--- src/rtl/rb_pkg.sv ---
package rb_pkg;
  typedef enum logic [1:0] {
    ACC_OK     = 2'd0,
    ACC_RANGE  = 2'd1,
    ACC_RDONLY = 2'd2
  } acc_status_e;
endpackage

--- src/rtl/rb_phase_ctrl.sv ---
module rb_phase_ctrl #(
  parameter int WAIT_W = 3
) (
  input  logic              clk,
  input  logic              rst,
  input  logic              sel_i,
  input  logic              en_i,
  input  logic [WAIT_W-1:0] wait_i,
  output logic              rdy_o,
  output logic              finish_o,
  output logic              commit_o
);
  logic [WAIT_W-1:0] cnt_q;
  logic              rdy_q;
  logic              setup_c;
  logic              stall_c;

  assign setup_c  = sel_i && !en_i;
  assign stall_c  = sel_i && en_i && !rdy_q;
  // response is loaded at this edge so it is visible in the following cycle
  assign finish_o = (setup_c && (wait_i == '0)) ||
                    (stall_c && (cnt_q <= WAIT_W'(1)));
  assign commit_o = sel_i && en_i && rdy_q;
  assign rdy_o    = rdy_q;

  always_ff @(posedge clk) begin
    if (rst) begin
      cnt_q <= '0;
      rdy_q <= 1'b0;
    end else if (setup_c) begin
      cnt_q <= wait_i;
      rdy_q <= (wait_i == '0);
    end else if (stall_c) begin
      cnt_q <= (cnt_q == '0) ? '0 : cnt_q - 1'b1;
      rdy_q <= (cnt_q <= WAIT_W'(1));
    end else begin
      rdy_q <= 1'b0;
    end
  end

  p_zero_wait_r4: assert property (@(posedge clk) disable iff (rst)
    (sel_i && !en_i && wait_i == '0) |=> rdy_q);
  p_hold_low_r3: assert property (@(posedge clk) disable iff (rst)
    (sel_i && !en_i && wait_i != '0) |=> !rdy_q);
  p_rdy_single_r3: assert property (@(posedge clk) disable iff (rst)
    (rdy_q && sel_i && en_i) |=> !rdy_q);
endmodule

--- src/rtl/rb_decode.sv ---
module rb_decode
  import rb_pkg::*;
#(
  parameter int ADDR_W   = 4,
  parameter int NUM_REGS = 8,
  parameter logic [NUM_REGS-1:0] RO_MASK = '0
) (
  input  logic [ADDR_W-1:0] addr_i,
  input  logic              wr_i,
  output acc_status_e       status_o
);
  localparam logic [ADDR_W:0] LIMIT = (ADDR_W+1)'(NUM_REGS);

  logic in_range;
  logic ro_hit;

  assign in_range = ({1'b0, addr_i} < LIMIT);

  always_comb begin
    ro_hit = 1'b0;
    for (int i = 0; i < NUM_REGS; i++) begin
      if (addr_i == ADDR_W'(i)) ro_hit = RO_MASK[i];
    end
  end

  always_comb begin
    if (!in_range)             status_o = ACC_RANGE;
    else if (wr_i && ro_hit)   status_o = ACC_RDONLY;
    else                       status_o = ACC_OK;
  end
endmodule

--- src/rtl/rb_storage.sv ---
module rb_storage #(
  parameter int DATA_W   = 32,
  parameter int ADDR_W   = 4,
  parameter int NUM_REGS = 8,
  parameter int WAIT_W   = 3,
  parameter logic [NUM_REGS-1:0] RO_MASK = '0,
  parameter logic [WAIT_W-1:0]   WAIT_RST = '0,
  parameter logic [DATA_W-1:0]   RO_SEED  = '0
) (
  input  logic              clk,
  input  logic              rst,
  input  logic              we_i,
  input  logic [ADDR_W-1:0] addr_i,
  input  logic [DATA_W-1:0] wdata_i,
  output logic [DATA_W-1:0] rd_val_o,
  output logic [WAIT_W-1:0] wait_o
);
  logic [DATA_W-1:0] slot [NUM_REGS];

  for (genvar g = 0; g < NUM_REGS; g++) begin : g_slot
    if (RO_MASK[g]) begin : g_ro
      assign slot[g] = RO_SEED + DATA_W'(g);
    end else begin : g_rw
      localparam logic [DATA_W-1:0] RST_VAL =
        (g == 0) ? DATA_W'(WAIT_RST) : '0;
      logic [DATA_W-1:0] word_q;
      always_ff @(posedge clk) begin
        if (rst)                                 word_q <= RST_VAL;
        else if (we_i && addr_i == ADDR_W'(g))   word_q <= wdata_i;
      end
      assign slot[g] = word_q;
    end
  end

  always_comb begin
    rd_val_o = '0;
    for (int i = 0; i < NUM_REGS; i++) begin
      if (addr_i == ADDR_W'(i)) rd_val_o = slot[i];
    end
  end

  assign wait_o = slot[0][WAIT_W-1:0];
endmodule

--- src/rtl/rb_resp.sv ---
module rb_resp #(
  parameter int DATA_W = 32
) (
  input  logic              clk,
  input  logic              rst,
  input  logic              finish_i,
  input  logic              fail_i,
  input  logic              wr_i,
  input  logic [DATA_W-1:0] rd_val_i,
  output logic [DATA_W-1:0] rdata_o,
  output logic              err_o
);
  always_ff @(posedge clk) begin
    if (rst) begin
      err_o   <= 1'b0;
      rdata_o <= '0;
    end else if (finish_i) begin
      err_o <= fail_i;
      if (!wr_i) rdata_o <= rd_val_i;
    end else begin
      err_o <= 1'b0;
    end
  end
endmodule

--- src/rtl/regbank_apb_tgt.sv ---
module regbank_apb_tgt
  import rb_pkg::*;
#(
  parameter int DATA_W   = 32,
  parameter int ADDR_W   = 4,
  parameter int NUM_REGS = 8,
  parameter int WAIT_W   = 3,
  parameter logic [NUM_REGS-1:0] RO_MASK  = 8'b1100_0000,
  parameter logic [WAIT_W-1:0]   WAIT_RST = '0,
  parameter logic [DATA_W-1:0]   RO_SEED  = 32'hC0DE_0000
) (
  input  logic              clk,
  input  logic              rst,
  input  logic              sel_i,
  input  logic              en_i,
  input  logic              wr_i,
  input  logic [ADDR_W-1:0] addr_i,
  input  logic [DATA_W-1:0] wdata_i,
  output logic              rdy_o,
  output logic [DATA_W-1:0] rdata_o,
  output logic              err_o
);
  localparam logic [ADDR_W:0] LIMIT = (ADDR_W+1)'(NUM_REGS);

  acc_status_e       status;
  logic              finish;
  logic              commit;
  logic              we;
  logic [WAIT_W-1:0] wait_cnt;
  logic [DATA_W-1:0] rd_val;

  rb_phase_ctrl #(.WAIT_W(WAIT_W)) u_ctrl (
    .clk(clk), .rst(rst), .sel_i(sel_i), .en_i(en_i), .wait_i(wait_cnt),
    .rdy_o(rdy_o), .finish_o(finish), .commit_o(commit)
  );

  rb_decode #(.ADDR_W(ADDR_W), .NUM_REGS(NUM_REGS), .RO_MASK(RO_MASK)) u_dec (
    .addr_i(addr_i), .wr_i(wr_i), .status_o(status)
  );

  assign we = commit && wr_i && (status == ACC_OK);

  rb_storage #(
    .DATA_W(DATA_W), .ADDR_W(ADDR_W), .NUM_REGS(NUM_REGS), .WAIT_W(WAIT_W),
    .RO_MASK(RO_MASK), .WAIT_RST(WAIT_RST), .RO_SEED(RO_SEED)
  ) u_store (
    .clk(clk), .rst(rst), .we_i(we), .addr_i(addr_i), .wdata_i(wdata_i),
    .rd_val_o(rd_val), .wait_o(wait_cnt)
  );

  rb_resp #(.DATA_W(DATA_W)) u_resp (
    .clk(clk), .rst(rst), .finish_i(finish), .fail_i(status != ACC_OK),
    .wr_i(wr_i), .rd_val_i(rd_val), .rdata_o(rdata_o), .err_o(err_o)
  );

  p_err_only_ready_r8: assert property (@(posedge clk) disable iff (rst)
    err_o |-> rdy_o);
  p_range_err_r6: assert property (@(posedge clk) disable iff (rst)
    (rdy_o && sel_i && en_i && ({1'b0, addr_i} >= LIMIT)) |-> err_o);
  p_idle_quiet_r10: assert property (@(posedge clk) disable iff (rst)
    !sel_i |=> !rdy_o);
endmodule

--- config.mk ---
export PLATFORM = sky130hd
export DESIGN_NAME = regbank_apb_tgt
export DESIGN_NICKNAME = d
export VERILOG_FILES = /design/src/rtl/rb_pkg.sv /design/src/rtl/rb_phase_ctrl.sv /design/src/rtl/rb_decode.sv /design/src/rtl/rb_storage.sv /design/src/rtl/rb_resp.sv /design/src/rtl/regbank_apb_tgt.sv
export SDC_FILE = /design/constraint.sdc
export NUM_CORES = 1
export LEC_CHECK = 0
export BUFFER_PORTS_ARGS = -buffer_cell sky130_fd_sc_hd__buf_4
export CAP_MARGIN = 20
export CORE_MARGIN = 1
export CORE_UTILIZATION = 50
export DETAILED_ROUTE_END_ITERATION = 10
export PLACE_DENSITY = 0.68
export SYNTH_ARGS = -nofsm -noshare
export SYNTH_HDL_FRONTEND = slang
export SYNTH_SLANG_ARGS = --single-unit
--- constraint.sdc ---
create_clock -name clk -period 3.2 [get_ports clk]
set_input_delay 0.96 -clock clk [delete_from_list [all_inputs] [get_ports clk]]
set_output_delay 0.96 -clock clk [all_outputs]
set_load 0.02 [all_outputs]
# Word level (Yosys, flattened, before mapping)
# Index checks and enable logic that the tools add are counted.
dict set report totals {
  ff_bits 229
  out_inout_bits 34
}
dict set report op_classes {
  addsub 1
  n_lt_le_gt_ge 2
  eq_ne 7
  mux 17
  n_bitwise 2
  reduce_logical 26
}
# cell count
set ops {}
lappend ops {{2-to-1 mux 32 bit} 8}
lappend ops {{equality test 4 x 3 -> 1 bit (second input constant)} 4}
lappend ops {{logical AND 1 bit} 15}
lappend ops {{2-to-1 mux 3 bit} 3}
lappend ops {{equality test 4 x 2 -> 1 bit (second input constant)} 2}
lappend ops {{zero test 3 bit} 2}
lappend ops {{equality test 4 x 1 -> 1 bit (second input constant)} 1}
lappend ops {{zero test 4 bit} 1}
lappend ops {{less-than comparator 4 bit (second input constant)} 1}
lappend ops {{2-to-1 mux 1 bit} 4}
lappend ops {{2-to-1 mux 2 bit} 2}
lappend ops {{nonzero test 2 bit} 2}
lappend ops {{<= comparator 3 x 1 -> 1 bit (second input constant)} 1}
lappend ops {{subtractor 3 x 1 -> 3 bit (second input constant)} 1}
lappend ops {{zero test 1 bit} 2}
lappend ops {{zero test 2 bit} 1}
lappend ops {{NOT 1 bit} 2}
lappend ops {{AND reduction 2 bit} 1}
lappend ops {{OR reduction 2 bit} 1}
lappend ops {{logical OR 1 bit} 1}

# Logic depth before layout (Yosys ltp)
dict set report depth {
  ltp_word 9
  mapped_depth 8
}

# Modules after synthesis
# From an unflattened synthesis, not the netlist that was laid out.
dict set report unflattened {
  cells_unflattened 1329
  area_unflattened_um2 10605.2
}
# module n_inst cells_per_inst area_each_um2 seq_area_each_um2
set modules_own_cells {}
lappend modules_own_cells {rb_storage 1 1145 8689.6 3843.7}
lappend modules_own_cells {rb_resp 1 147 1611.5 660.6}
lappend modules_own_cells {rb_phase_ctrl 1 33 267.8 80.1}
lappend modules_own_cells {regbank_apb_tgt 1 2 18.8 0.0}
lappend modules_own_cells {rb_decode 1 2 17.5 0.0}

# Least setup slack after synthesis
# No wires, ideal clock.
dict set report synth_timing {
  path_kind {input port to flip-flop}
  startpoint {input port addr_i[3]}
  endpoint {register u_store.g_slot[0].g_rw.word_q[10]}
  t_arrival_ns 2.259
  required_time_ns 3.068
  setup_slack_ns 0.809
  cell_stages 8
  cell_sequence {buf_6 -> or2_1 -> buf_6 -> or4_4 -> buf_6 -> buf_6 -> nand2_1 -> a21oi_1}
}
dict set report synth_between {
  elab_chain_len 9
}
# element line_no
set synth_lines {}
lappend synth_lines {{start: declaration} regbank_apb_tgt.sv:17} ;# input logic [ADDR_W-1:0] addr_i,
lappend synth_lines {{equality test 4 x 3 -> 1 bit} rb_decode.sv:22} ;# if (addr_i == ADDR_W'(i)) ro_hit = RO_MASK[i];
lappend synth_lines {{2-to-1 mux 1 bit (2 in series)} rb_decode.sv:22}
lappend synth_lines {{logical AND 1 bit} rb_decode.sv:28} ;# else if (wr_i && ro_hit) status_o = ACC_RDONLY;
lappend synth_lines {{2-to-1 mux 2 bit} rb_decode.sv:28}
lappend synth_lines {{2-to-1 mux 2 bit} rb_decode.sv:27} ;# if (!in_range) status_o = ACC_RANGE;
lappend synth_lines {{zero test 2 bit} regbank_apb_tgt.sv:41} ;# assign we = commit && wr_i && (status == ACC_OK);
lappend synth_lines {{logical AND 1 bit} regbank_apb_tgt.sv:41}
lappend synth_lines {{logical AND 1 bit (*)} rb_storage.sv:29} ;# else if (we_i && addr_i == ADDR_W'(g)) word_q <= wdata_i;
lappend synth_lines {{end signal: assignment} rb_storage.sv:29}
lappend synth_lines {{end: declaration} rb_storage.sv:26} ;# logic [DATA_W-1:0] word_q;
# Mark *: on every way between the ends. The rest lies on a longest branch, timed or not.
# A chain may end at the register's enable or synchronous reset.

# Final worst setup path
dict set report layout_timing {
  startpoint {input port addr_i[0]}
  endpoint {register u_store.g_slot[5].g_rw.word_q[1]}
}
dict set report layout_between {
  elab_chain_len 9
}
# element line_no
set layout_lines {}
lappend layout_lines {{equality test 4 x 3 -> 1 bit} rb_decode.sv:22}
lappend layout_lines {{2-to-1 mux 1 bit (2 in series)} rb_decode.sv:22}
lappend layout_lines {{logical AND 1 bit} rb_decode.sv:28}
lappend layout_lines {{2-to-1 mux 2 bit} rb_decode.sv:28}
lappend layout_lines {{2-to-1 mux 2 bit} rb_decode.sv:27}
lappend layout_lines {{zero test 2 bit} regbank_apb_tgt.sv:41}
lappend layout_lines {{logical AND 1 bit} regbank_apb_tgt.sv:41}
lappend layout_lines {{logical AND 1 bit (*)} rb_storage.sv:29}
lappend layout_lines {{end signal: assignment} rb_storage.sv:29}
lappend layout_lines {{end: declaration} rb_storage.sv:26}
# Marks and branches as above.

==> run_results.csv <==
group,metric,value,unit
global_routing,grt_max_degree,50,
routing,wire_per_inst,19.0,um
sta,min_period,2.33,ns
clock_network,numCtsBuffers,25,
routing,routed_wl,31000,um
yosys,async_reset_ff_share,0,%
worst_setup_path,worstPathRequired,3.66,ns
worst_setup_path,critPathSlowestCell,"buf_4",
worst_setup_path,cp_num_buf_inv,2,
clock_network,clk_pin_slew,0.06,ns
floorplan,fp.coreArea,20200,um^2
place,dp.cells,1582,
sta,finClkSkew,0.0198,ns
place,io_buffer_count,74,
yosys,ys_ff_latch,229,
routing,drc,0,
clock_network,numClockSinks,229,
worst_setup_path,arrival,2.79,ns
clock_network,clk_latency,0.54,ns
global_routing,grt_pass1_wl,48900,um
routing,antenna_left,0,
worst_setup_path,cp_slowest_stage_delay,0.51,ns
sta,fmax,429,MHz
global_routing,grt_remaining_overflow,0,
finish,final_common_cell,"nand2_1",
clock_network,cts_buffer_depth,3,
worst_setup_path,critPathCaptureType,"flip-flop",
yosys,synth_top_family_by_area,"simple AND/OR/NAND/NOR gates",
yosys,muxShareOfSynthArea,3.53,%
finish,num_antenna_cells,0,
place,dp.final_hpwl,18400,um
worst_setup_path,reg2reg_slack,1.22,ns
place,place.gp.congestion,0.806,
floorplan,pin_count,75,
yosys,yosys.area_share.simple,23.9,%
yosys,yosysWarnings,0,
clock_network,cts_tree,"done",
yosys,syn_nets,1352,
sta,period_share,72.8,%
worst_setup_path,worstPathMaxFanout,44,
power_and_ir_drop,ir_drop,436,uV
yosys,syn-cell-area,10300,um^2
routing,first_pass_iters,5,
yosys,synth_ff_type,"dfxtp_1",
worst_hold_path,hold_path.class,"reg2reg",
finish,drive_gt1_share,15.9,%
power_and_ir_drop,p_per_area,539,nW/um^2
floorplan,rows,52,
worst_setup_path,path_cells,"buf_4, nor4bb_4, and3_1, buf_4, nand2_1, a21oi_1",
run,cap_viol_max_count,0,
outcome,status,"complete, no violations",
worst_setup_path,path_common_cell,"buf_4",
finish,area_growth,16.1,%
clock_network,postCtsSetupRepairBufs,0,
worst_setup_path,critPathKind,"in2reg",
floorplan,initial_utilization,51.1,%
routing,via_per_inst,5.78,
clock_network,cts-root-buf,"clkbuf_16",
sta,worst_slew_pin_slew,0.667,ns
sta,setup_viol,0,
yosys,ys_seq_area_share,44.4,%
floorplan,die_w,146,um
yosys,yosys.area_share.xor_xnor,0,%
power_and_ir_drop,power_leakage,0.00419,uW
finish,layout.cells.non_filler,1626,
yosys,synth.avg_cell_area,7.90,um^2
floorplan,chipHeight,146,um
global_routing,grtUsageTotal,29.0,%
clock_network,ctsHtreeMaxLevel,1,
worst_setup_path,startpoint_type,"input pin",
sta,slew_viol_final,0,
global_routing,grt_pass1_vias,8943,
yosys,ys_types,50,
yosys,synth_adder_area_share,0.242,%
yosys,synth_compound_area_share,21.5,%
yosys,netlist_instances,1309,
global_routing,antenna_found_initial,0,
finish,final_cell_mix,"420 x nand2_1, 239 x a21oi_1, 229 x dfxtp_1",
routing,vias,9396,
sta,relSlewSlack,55.5,%
sta,grt_setup_unrepaired,"false",
floorplan,die-area,21300,um^2
clock_network,postCtsResizedCells,0,
sta,hold_viol,0,
sta,tns,0,ns
worst_setup_path,cp_top_family,"simple AND/OR/NAND/NOR gates",
finish,nets,1382,
yosys,synth_edf_count,0,
clock_network,hold_buffers,0,
routing,drt_iter0_drc,658,
==> cells in the mapped netlist (5+ instances only) <==
| master | instances | area share, % |
|---|---|---|
| a211oi_1 | 16 | 1.2 |
| a21oi_1 | 239 | 12 |
| a221oi_1 | 23 | 1.9 |
| and2_1 | 5 | 0.30 |
| buf_2 | 42 | 2.0 |
| buf_6 | 12 | 1.3 |
| clkbuf_1 | 62 | 2.3 |
| dfxtp_1 | 229 | 44 |
| inv_1 | 16 | 0.58 |
| mux2i_1 | 14 | 1.4 |
| mux4_2 | 10 | 2.2 |
| nand2_1 | 420 | 15 |
| nand2b_1 | 12 | 0.73 |
| nand3_1 | 16 | 0.77 |
| nor2_1 | 13 | 0.47 |
| nor2b_1 | 35 | 2.1 |
| nor3b_1 | 9 | 0.65 |
| nor4b_1 | 5 | 0.42 |
| o21ai_0 | 47 | 2.3 |
| o21bai_1 | 11 | 0.80 |
| o41ai_2 | 19 | 3.0 |
| or3b_2 | 11 | 0.93 |
==> sequential cells by signal (all words and copies together), names as in the netlist <==
signal,cells
u_resp.err_o,1
u_resp.rdata_o,32
u_ctrl.rdy_o,1
u_ctrl.cnt_q,3
u_store.g_slot.g_rw.word_q,192
==> layout make-up <==
cell class | count | area (um^2)
clock inverters | 10 | 184
fillers | 1847 | 8230
repair buffers | 125 | 1020
multi-input cells | 942 | 5120
clock buffers | 34 | 699
well taps | 270 | 338
flip-flops and latches | 229 | 4580
inverters | 16 | 60.1
==> worst paths after layout <==
check | depth (start not counted) | start | endpoint
setup / recovery | 6 | addr_i[0] | u_store.g_slot[5].g_rw.word_q[1]$_SDFFE_PP0P_
hold / removal | 2 | u_store.g_slot[5].g_rw.word_q[28]$_SDFFE_PP0P_ | u_store.g_slot[5].g_rw.word_q[28]$_SDFFE_PP0P_
hold reg to reg | 2 | u_store.g_slot[5].g_rw.word_q[28]$_SDFFE_PP0P_ | u_store.g_slot[5].g_rw.word_q[28]$_SDFFE_PP0P_
setup reg to reg | 4 | u_ctrl.rdy_o$_SDFF_PP0_ | u_store.g_slot[0].g_rw.word_q[25]$_SDFFE_PP0P_
==> logic make-up after synthesis <==
logic type,count (synthesis)
AOI/OAI and AO/OA,365
adders and majority gates,2
buffers and inverters,138
DFF,229
muxes,24
and+or+nand+nor,551
==> power breakdown <==
group | switching [uW] | internal, uW | leakage [uW]
clock | 1190 | 1930 | 0.000426
combinational | 311 | 153 | 0.00192
sequential | 13.4 | 2870 | 0.00185
total | 1520 | 4950 | 0.00419
==> layer usage <==
metal / GRT usage, % / wire, um / vias to the layer above
met1: 37.5 / 12900 / 4479
met5: 0 / 0 / -
met3: 4.14 / 2070 / 86
li1: - / - / 4494
met4: 10.3 / 969 / 0
met2: 49.1 / 15000 / 337
==> tightest hold or removal path: cells and delay by family (launching register included) <==
family | cells | cell delay, ns
DFF | 1 | 0.31
and+or+nand+nor | 1 | 0.05
AOI/OAI and AO/OA | 1 | 0.05
==> per-stage QoR <==
step                util, %  area (um^2)  hold WS [ns]  worst slack, ns  power, uW
floorplan                 -        10300         0.431            0.809       3200
global placement       54.9        11100         0.438            0.454       3400
detailed placement     54.9        11100         0.442            0.387       3400
CTS                    59.3        12000         0.451            0.918       6490
global route           59.3        12000         0.464            0.812       6650
finish                 59.3        12000         0.452            0.872       6470
Note: power is estimated with default switching activity, not from simulation.
